[config.mk]
export PLATFORM = sky130hd
export DESIGN_NAME = cmdlist_proc
export DESIGN_NICKNAME = d
export VERILOG_FILES = /design/src/rtl/cmdlist_pkg.sv /design/src/rtl/cmd_host_window.sv /design/src/rtl/cmd_regfile.sv /design/src/rtl/cmd_walker.sv /design/src/rtl/cmdlist_proc.sv
export SDC_FILE = /design/constraint.sdc
export NUM_CORES = 2
export LEC_CHECK = 0
export BUFFER_PORTS_ARGS = -buffer_cell sky130_fd_sc_hd__buf_2
export CAP_MARGIN = 10
export CORE_ASPECT_RATIO = 0.8
export CORE_MARGIN = 10
export CORE_UTILIZATION = 45
export DETAILED_ROUTE_END_ITERATION = 12
export PLACE_DENSITY = 0.68
export SYNTH_ARGS = -nofsm -noshare
export SYNTH_HDL_FRONTEND = slang
export SYNTH_SLANG_ARGS = --single-unit
export TNS_END_PERCENT = 10
[constraint.sdc]
create_clock -name clk_i -period 8.3 [get_ports clk_i]
set_input_delay 2.49 -clock clk_i [delete_from_list [all_inputs] [get_ports clk_i]]
set_output_delay 2.49 -clock clk_i [all_outputs]
set_load 0.05 [all_outputs]
[src/rtl/cmdlist_pkg.sv]
package cmdlist_pkg;
  localparam int unsigned REG_ADDR0 = 16;
  localparam int unsigned REG_ADDR1 = 17;
  localparam int unsigned REG_SIZE0 = 18;
  localparam int unsigned REG_SIZE1 = 19;
  localparam int unsigned REG_TRIG0 = 20;
  localparam int unsigned REG_TRIG1 = 21;
  localparam logic [31:0] WIN_BASE = 32'h1EF0_1000;
  localparam logic [31:0] WIN_SPAN = 32'h0000_0C00;

  typedef enum logic [2:0] {
    W_IDLE, W_HDR, W_HDR_WAIT, W_DAT, W_DAT_WAIT
  } walk_state_e;

  function automatic logic [31:0] lane_mask(input logic [3:0] code);
    logic [31:0] m;
    for (int k = 0; k < 4; k++) m[8*k +: 8] = {8{code[k]}};
    return m;
  endfunction
endpackage

[src/rtl/cmd_host_window.sv]
module cmd_host_window #(
  parameter int unsigned NUM_REGS = 64,
  localparam int unsigned IDX_W = $clog2(NUM_REGS)
) (
  input  logic             we_i,
  input  logic [31:0]      addr_i,
  output logic             hit_o,
  output logic [IDX_W-1:0] idx_o
);
  import cmdlist_pkg::*;
  logic [31:0] off;
  logic        in_win;
  logic        unused_low;

  assign off        = addr_i - WIN_BASE;
  assign in_win     = (addr_i >= WIN_BASE) && (addr_i < WIN_BASE + WIN_SPAN);
  assign hit_o      = we_i && in_win && ({2'b00, off[31:2]} < NUM_REGS);
  assign idx_o      = off[IDX_W+1:2];
  assign unused_low = ^{off[1:0], off[31:IDX_W+2]};
endmodule

[src/rtl/cmd_regfile.sv]
module cmd_regfile #(
  parameter int unsigned NUM_REGS = 64,
  localparam int unsigned IDX_W = $clog2(NUM_REGS)
) (
  input  logic                       clk_i,
  input  logic                       rst_ni,
  input  logic                       wr_en_i,
  input  logic [IDX_W-1:0]           wr_idx_i,
  input  logic [31:0]                wr_data_i,
  input  logic [31:0]                wr_mask_i,
  output logic [NUM_REGS-1:0][31:0]  regs_o
);
  for (genvar g = 0; g < NUM_REGS; g++) begin : g_reg
    always_ff @(posedge clk_i or negedge rst_ni) begin
      if (!rst_ni) regs_o[g] <= '0;
      else if (wr_en_i && (wr_idx_i == IDX_W'(g)))
        regs_o[g] <= (regs_o[g] & ~wr_mask_i) | (wr_data_i & wr_mask_i);
    end
  end
endmodule

[src/rtl/cmd_walker.sv]
module cmd_walker (
  input  logic        clk_i,
  input  logic        rst_ni,
  input  logic        start_i,
  input  logic [31:0] start_base_i,
  input  logic [31:0] start_size_i,
  output logic        mem_rd_o,
  output logic [31:0] mem_addr_o,
  input  logic [31:0] mem_rdata_i,
  input  logic        mem_rvalid_i,
  output logic        wr_en_o,
  output logic [15:0] wr_id_o,
  output logic [31:0] wr_data_o,
  output logic [31:0] wr_mask_o,
  output logic        busy_o
);
  import cmdlist_pkg::*;
  walk_state_e state_q;
  logic [31:0] ptr_q, end_q, next_ptr;
  logic [15:0] id_q;
  logic [3:0]  code_q;
  logic [8:0]  left_q;
  logic        step_q, pad_q;
  logic        unused_hdr;

  assign unused_hdr = ^mem_rdata_i[30:28];
  assign mem_rd_o   = (state_q == W_HDR) || (state_q == W_DAT);
  assign mem_addr_o = ptr_q;
  assign busy_o     = (state_q != W_IDLE);
  assign wr_en_o    = (state_q == W_DAT_WAIT) && mem_rvalid_i;
  assign wr_id_o    = id_q;
  assign wr_data_o  = mem_rdata_i;
  assign wr_mask_o  = lane_mask(code_q);
  // skip one word after an odd-length command
  assign next_ptr   = ptr_q + (pad_q ? 32'd8 : 32'd4);

  always_ff @(posedge clk_i or negedge rst_ni) begin
    if (!rst_ni) begin
      state_q <= W_IDLE;
      ptr_q   <= '0;
      end_q   <= '0;
      id_q    <= '0;
      code_q  <= '0;
      left_q  <= '0;
      step_q  <= 1'b0;
      pad_q   <= 1'b0;
    end else if (start_i) begin
      ptr_q   <= start_base_i;
      end_q   <= start_base_i + start_size_i;
      state_q <= (start_size_i == '0) ? W_IDLE : W_HDR;
    end else begin
      unique case (state_q)
        W_IDLE: ;
        W_HDR:  state_q <= W_HDR_WAIT;
        W_DAT:  state_q <= W_DAT_WAIT;
        W_HDR_WAIT: if (mem_rvalid_i) begin
          id_q    <= mem_rdata_i[15:0];
          code_q  <= mem_rdata_i[19:16];
          left_q  <= {1'b0, mem_rdata_i[27:20]} + 9'd1;
          pad_q   <= mem_rdata_i[20];
          step_q  <= mem_rdata_i[31];
          ptr_q   <= ptr_q + 32'd4;
          state_q <= W_DAT;
        end
        W_DAT_WAIT: if (mem_rvalid_i) begin
          id_q   <= id_q + {15'd0, step_q};
          left_q <= left_q - 9'd1;
          if (left_q == 9'd1) begin
            ptr_q   <= next_ptr;
            state_q <= (next_ptr >= end_q) ? W_IDLE : W_HDR;
          end else begin
            ptr_q   <= ptr_q + 32'd4;
            state_q <= W_DAT;
          end
        end
        default: state_q <= W_IDLE;
      endcase
    end
  end


  ptr_aligned_chk: assert property (@(posedge clk_i) disable iff (!rst_ni)
    busy_o |-> (ptr_q[1:0] == 2'b00));

  hdr_in_range_chk: assert property (@(posedge clk_i) disable iff (!rst_ni)
    (state_q == W_HDR) |-> (ptr_q < end_q));

  ptr_forward_chk: assert property (@(posedge clk_i) disable iff (!rst_ni)
    (busy_o && $past(busy_o) && !$past(start_i)) |-> (ptr_q >= $past(ptr_q)));

  one_read_chk: assert property (@(posedge clk_i) disable iff (!rst_ni)
    mem_rd_o |=> !mem_rd_o);

  rvalid_expected_chk: assert property (@(posedge clk_i) disable iff (!rst_ni)
    mem_rvalid_i |-> (state_q == W_HDR_WAIT || state_q == W_DAT_WAIT));
endmodule

[src/rtl/cmdlist_proc.sv]
module cmdlist_proc #(
  parameter int unsigned NUM_REGS = 64,
  localparam int unsigned IDX_W = $clog2(NUM_REGS)
) (
  input  logic             clk_i,
  input  logic             rst_ni,
  input  logic             host_we_i,
  input  logic [31:0]      host_addr_i,
  input  logic [31:0]      host_wdata_i,
  input  logic [IDX_W-1:0] rd_idx_i,
  output logic [31:0]      rd_data_o,
  output logic             mem_rd_o,
  output logic [31:0]      mem_addr_o,
  input  logic [31:0]      mem_rdata_i,
  input  logic             mem_rvalid_i,
  output logic             busy_o
);
  import cmdlist_pkg::*;
  logic [NUM_REGS-1:0][31:0] regs;
  logic             host_hit, list_wr, list_ok, wr_en, fire, sel1;
  logic [IDX_W-1:0] host_idx, wr_idx;
  logic [15:0]      list_id;
  logic [31:0]      list_data, list_mask, wr_data, wr_mask;
  logic [31:0]      base_sel, size_sel, start_base, start_size;
  logic             unused_cfg;

  cmd_host_window #(.NUM_REGS(NUM_REGS)) u_win (
    .we_i(host_we_i), .addr_i(host_addr_i), .hit_o(host_hit), .idx_o(host_idx)
  );

  cmd_walker u_walk (
    .clk_i, .rst_ni,
    .start_i(fire), .start_base_i(start_base), .start_size_i(start_size),
    .mem_rd_o, .mem_addr_o, .mem_rdata_i, .mem_rvalid_i,
    .wr_en_o(list_wr), .wr_id_o(list_id), .wr_data_o(list_data),
    .wr_mask_o(list_mask), .busy_o
  );

  // list writes own the port while busy; host is shut out
  assign list_ok = list_wr && (list_id < 16'(NUM_REGS));
  assign wr_en   = list_ok || (host_hit && !busy_o);
  assign wr_idx  = list_wr ? list_id[IDX_W-1:0] : host_idx;
  assign wr_data = list_wr ? list_data : host_wdata_i;
  assign wr_mask = list_wr ? list_mask : 32'hFFFF_FFFF;

  cmd_regfile #(.NUM_REGS(NUM_REGS)) u_rf (
    .clk_i, .rst_ni, .wr_en_i(wr_en), .wr_idx_i(wr_idx),
    .wr_data_i(wr_data), .wr_mask_i(wr_mask), .regs_o(regs)
  );

  assign sel1 = (wr_idx == IDX_W'(REG_TRIG1));
  assign fire = wr_en && (wr_data != '0) &&
                ((wr_idx == IDX_W'(REG_TRIG0)) || sel1);
  assign base_sel   = sel1 ? regs[REG_ADDR1] : regs[REG_ADDR0];
  assign size_sel   = sel1 ? regs[REG_SIZE1] : regs[REG_SIZE0];
  assign start_base = {1'b0, base_sel[27:0], 3'b000};
  assign start_size = {9'd0, size_sel[19:0], 3'b000};
  assign unused_cfg = ^{base_sel[31:28], size_sel[31:20]};
  assign rd_data_o  = regs[rd_idx_i];


  trig_starts_chk: assert property (@(posedge clk_i) disable iff (!rst_ni)
    (fire && start_size != '0) |=> busy_o);

  host_blocked_chk: assert property (@(posedge clk_i) disable iff (!rst_ni)
    (busy_o && !list_wr) |-> !wr_en);
endmodule

==> results by group <==
Outcome
  – Status: finished clean

Clocking
  – Post-CTS Resized: 0
  – Post-CTS Hold Fix Bufs: 0
  – Root buf cell: clkbuf_16
  – Clk sink count: 2141
  – Reg clk slew, reported paths: 0.06 ns
  – # Post-CTS Setup Buffers: 0
  – Max Buffers Root-to-Sink: 3
  – CTS Buf Count: 210
  – Htree depth: 4
  – CTS tree: done
  – Worst-Skew Late Latency: 0.84 ns

Critical path
  – Crit end category: output pin
  – Reg2Reg Setup Slack: 2.78 ns
  – CP endpoint: rd_data_o[15]
  – Nature of the critical path startpoint: input pin
  – Critical Path AT: 5.56 ns
  – Crit path from: rd_idx_i[0]
  – Crit path kind: input pin to output pin
  – RR Endpoint: u_walk.end_q[31]
  – R2R depth: 13
  – CP Max Fanout: 17
  – Req. time, crit path: 5.81 ns
  – R2R Path Start: u_walk.state_q[1]

Final layout
  – Area grow syn2layout: 10.9%
  – Fraction of layout cells with a size suffix above 1: 0.188
  – Nets: 8891

Synthesis
  – Most frequent cell after synthesis: nand2_1
  – Syn_area_per_cell: 11.3 µm²
  – Area contributors post-synth: dfrtp_1 (53%), mux4_2 (15%), nand2_1 (8.1%)
  – Cell taking the most area after synthesis: dfrtp_1
  – Post-synth top area share: 0.534
  – Ys async rst share: 1.00
  – Most used DFF post-synth: dfrtp_1
  – Yosys cell types: 77
  – Post-Syn Instances: 8864
  – Yosys reg bits: 2141
  – Number of synthesized flops with an enable pin: 0
  – Top cells by count, synth: nand2_1 (2173), dfrtp_1 (2141), o21ai_0 (1111)
  – Yosys warns: 0
  – Post-synthesis sequential area ratio: 0.534
  – Area of the mapped netlist: 100000 µm²

Route
  – DR pass1 iterations: 6
  – DR iter-0 viols: 7423
  – Final WL: 279000 µm
  – DRC: 0
  – Vias: 70700
  – DR WL/cell: 23.6 µm
  – Routed Antenna Nets: 0
  – Drt via density: 5.97

STA
  – Final setup viols: 0
  – Worst relative slew slack: 0.198
  – RSZ-0062 raised after global routing: no
  – Final hold vios: 0
  – Layout Skew: 0.0255 ns
  – Final Critical Period: 8.05 ns
  – Setup TNS: 0 ns
  – Worst setup margin: 0.249 ns
  – Final Max Slew Viols: 0
  – Period utilization: 0.970
  – Achievable frequency: 124 MHz
  – Worst-margin pin slew: 1.20 ns

Pwr
  – Switching part of the total: 0.262
  – Comb power frac: 0.095
  – Power Density: 200 nW/µm²
  – Static leakage: 47.2 nW
  – VDD IR max: 0.000218 V
  – Clock power frac: 0.424
  – P_int: 16.4 mW
  – Sequential Power Share: 0.481
  – Psw: 5.83 mW

Floorplan
  – I/O pin total: 172
  – Chip Width: 548 µm
  – Chip height: 442 µm
  – Core ar.: 221000 µm²
  – Starting density of the core: 0.454
  – Std-Cell Rows: 154
  – Die Footprint: 242000 µm²

Placed design
  – Number of port buffers: 167
  – Place WS: 0.312 ns
  – Post-DP HPWL: 185000 µm
  – Routability Congestion: 0.952

Flow run
  – Max cap viols: 0

Global route
  – GRT Util Overall: 0.227
  – First-pass GRT wire length: 434000 µm
  – Total gr overflow: 0
  – Initial antenna violation count: 19
  – Vias in the first global route: 69900
  – Largest net degree at the start of global routing: 187

Hold path
  – Min-Delay Path Class: register to register
==> state kept, by name, summed over array words and instances, names as in the netlist <==
register,cells
u_walk.step_q,1
u_walk.wr_id_o,16
u_walk.left_q,9
u_walk.end_q,29
u_rf.regs_o,2048
u_walk.state_q,3
u_walk.code_q,4
u_walk.pad_q,1
u_walk.mem_addr_o,30
==> power by group through the flow <==
| stage | Clock (mW) | Sequential (mW) | Combinational [mW] |
|---|---|---|---|
| 4_1_cts | 9.58 | 10.7 | 2.11 |
| 2_1_floorplan | 0 | 10.9 | 1.19 |
| 5_1_grt | 10.0 | 10.7 | 2.26 |
| 3_3_place_gp | 0 | 10.9 | 2.06 |
| 6_report | 9.44 | 10.7 | 2.11 |
| 3_5_place_dp | 0 | 10.9 | 2.10 |
==> cells by family (layout without fill, tap and decap cells) <==
family / count (synthesis) / in the layout / synth area share
xor gates and xnor gates: 87 / 87 / 0.00759
other: 1 / 4 / 0.0000374
and+or+nand+nor: 2731 / 2731 / 0.137
buffers and inverters: 778 / 798 / 0.0353
AOI/OAI and AO/OA: 2284 / 2284 / 0.117
DFF: 2141 / 2141 / 0.534
muxes: 783 / 783 / 0.162
adders and majority gates: 59 / 59 / 0.00751
==> worst min path at each step <==
| stage | end | cells past startpoint | startpoint |
|---|---|---|---|
| final | u_rf.regs_o[758] | 2 | u_rf.regs_o[758] |
| after global routing | u_rf.regs_o[1604] | 2 | u_rf.regs_o[1604] |
| after CTS | u_rf.regs_o[1571] | 2 | u_rf.regs_o[1571] |
| after detailed placement | u_rf.regs_o[1749] | 2 | u_rf.regs_o[1749] |
| after global placement | u_rf.regs_o[1736] | 2 | u_rf.regs_o[1736] |
| after floorplan | u_rf.regs_o[191] | 2 | u_rf.regs_o[191] |
==> layer usage <==
| metal | vias to the layer above | part of all wire | routed length, µm | GRT usage |
|---|---|---|---|---|
| met5 | - | 0.00019 | 54 | 0 |
| met4 | 8 | 0.031 | 8690 | 0.0680 |
| met3 | 511 | 0.089 | 25000 | 0.0519 |
| met2 | 2800 | 0.44 | 122000 | 0.333 |
| met1 | 35900 | 0.44 | 124000 | 0.338 |
| li1 | 31500 | - | - | - |
==> critical path: stages <==
cell and delay, ns:
buf_8 0.25, buf_12 0.22, buf_12 0.20, mux4_2 0.56
mux4_2 0.47, mux2i_1 0.54, o21ai_0 0.43, buf_2 0.34
==> through the flow <==
step                      instances  hold slack (ns)  power (mW)  utilization  instance area (µm²)
final                         11900            0.473        22.2        0.503               111000
after global routing          11800            0.491        23.0        0.503               111000
after CTS                     11800            0.478        22.4        0.503               111000
after detailed placement      11500            0.465        13.0        0.473               104000
after global placement        11500            0.456        12.9        0.473               104000
after floorplan                8865            0.444        12.0            -               100000
==> layout make-up <==
cell class / instances / area [µm²]
multi-input cells: 5946 / 43800
fillers: 18900 / 110000
clock buffers: 313 / 6160
inverters: 50 / 188
well taps: 2964 / 3710
flip-flops and latches: 2141 / 53600
diodes: 2 / 5.00
clock inverters: 58 / 587
repair buffers: 377 / 3230
==> layout by cell type (no fill, tap or decap), types with 35 or more instances in the layout <==
cell type  instances
ha_1              57
clkbuf_8          45
dfrtp_1         2141
a21oi_1           65
xnor2_1           47
nand4_4          128
o21ai_0         1111
nand3_1           88
buf_12            62
mux2_2            52
buf_2            161
clkbuf_1          55
inv_1             50
mux4_2           664
o21ai_1         1013
nand2_1         2171
clkbuf_16        213
nand3_4           35
buf_4            150
nor2_1            98
xor2_1            40
nand4_1           36
(Power assumes the default switching activity.)
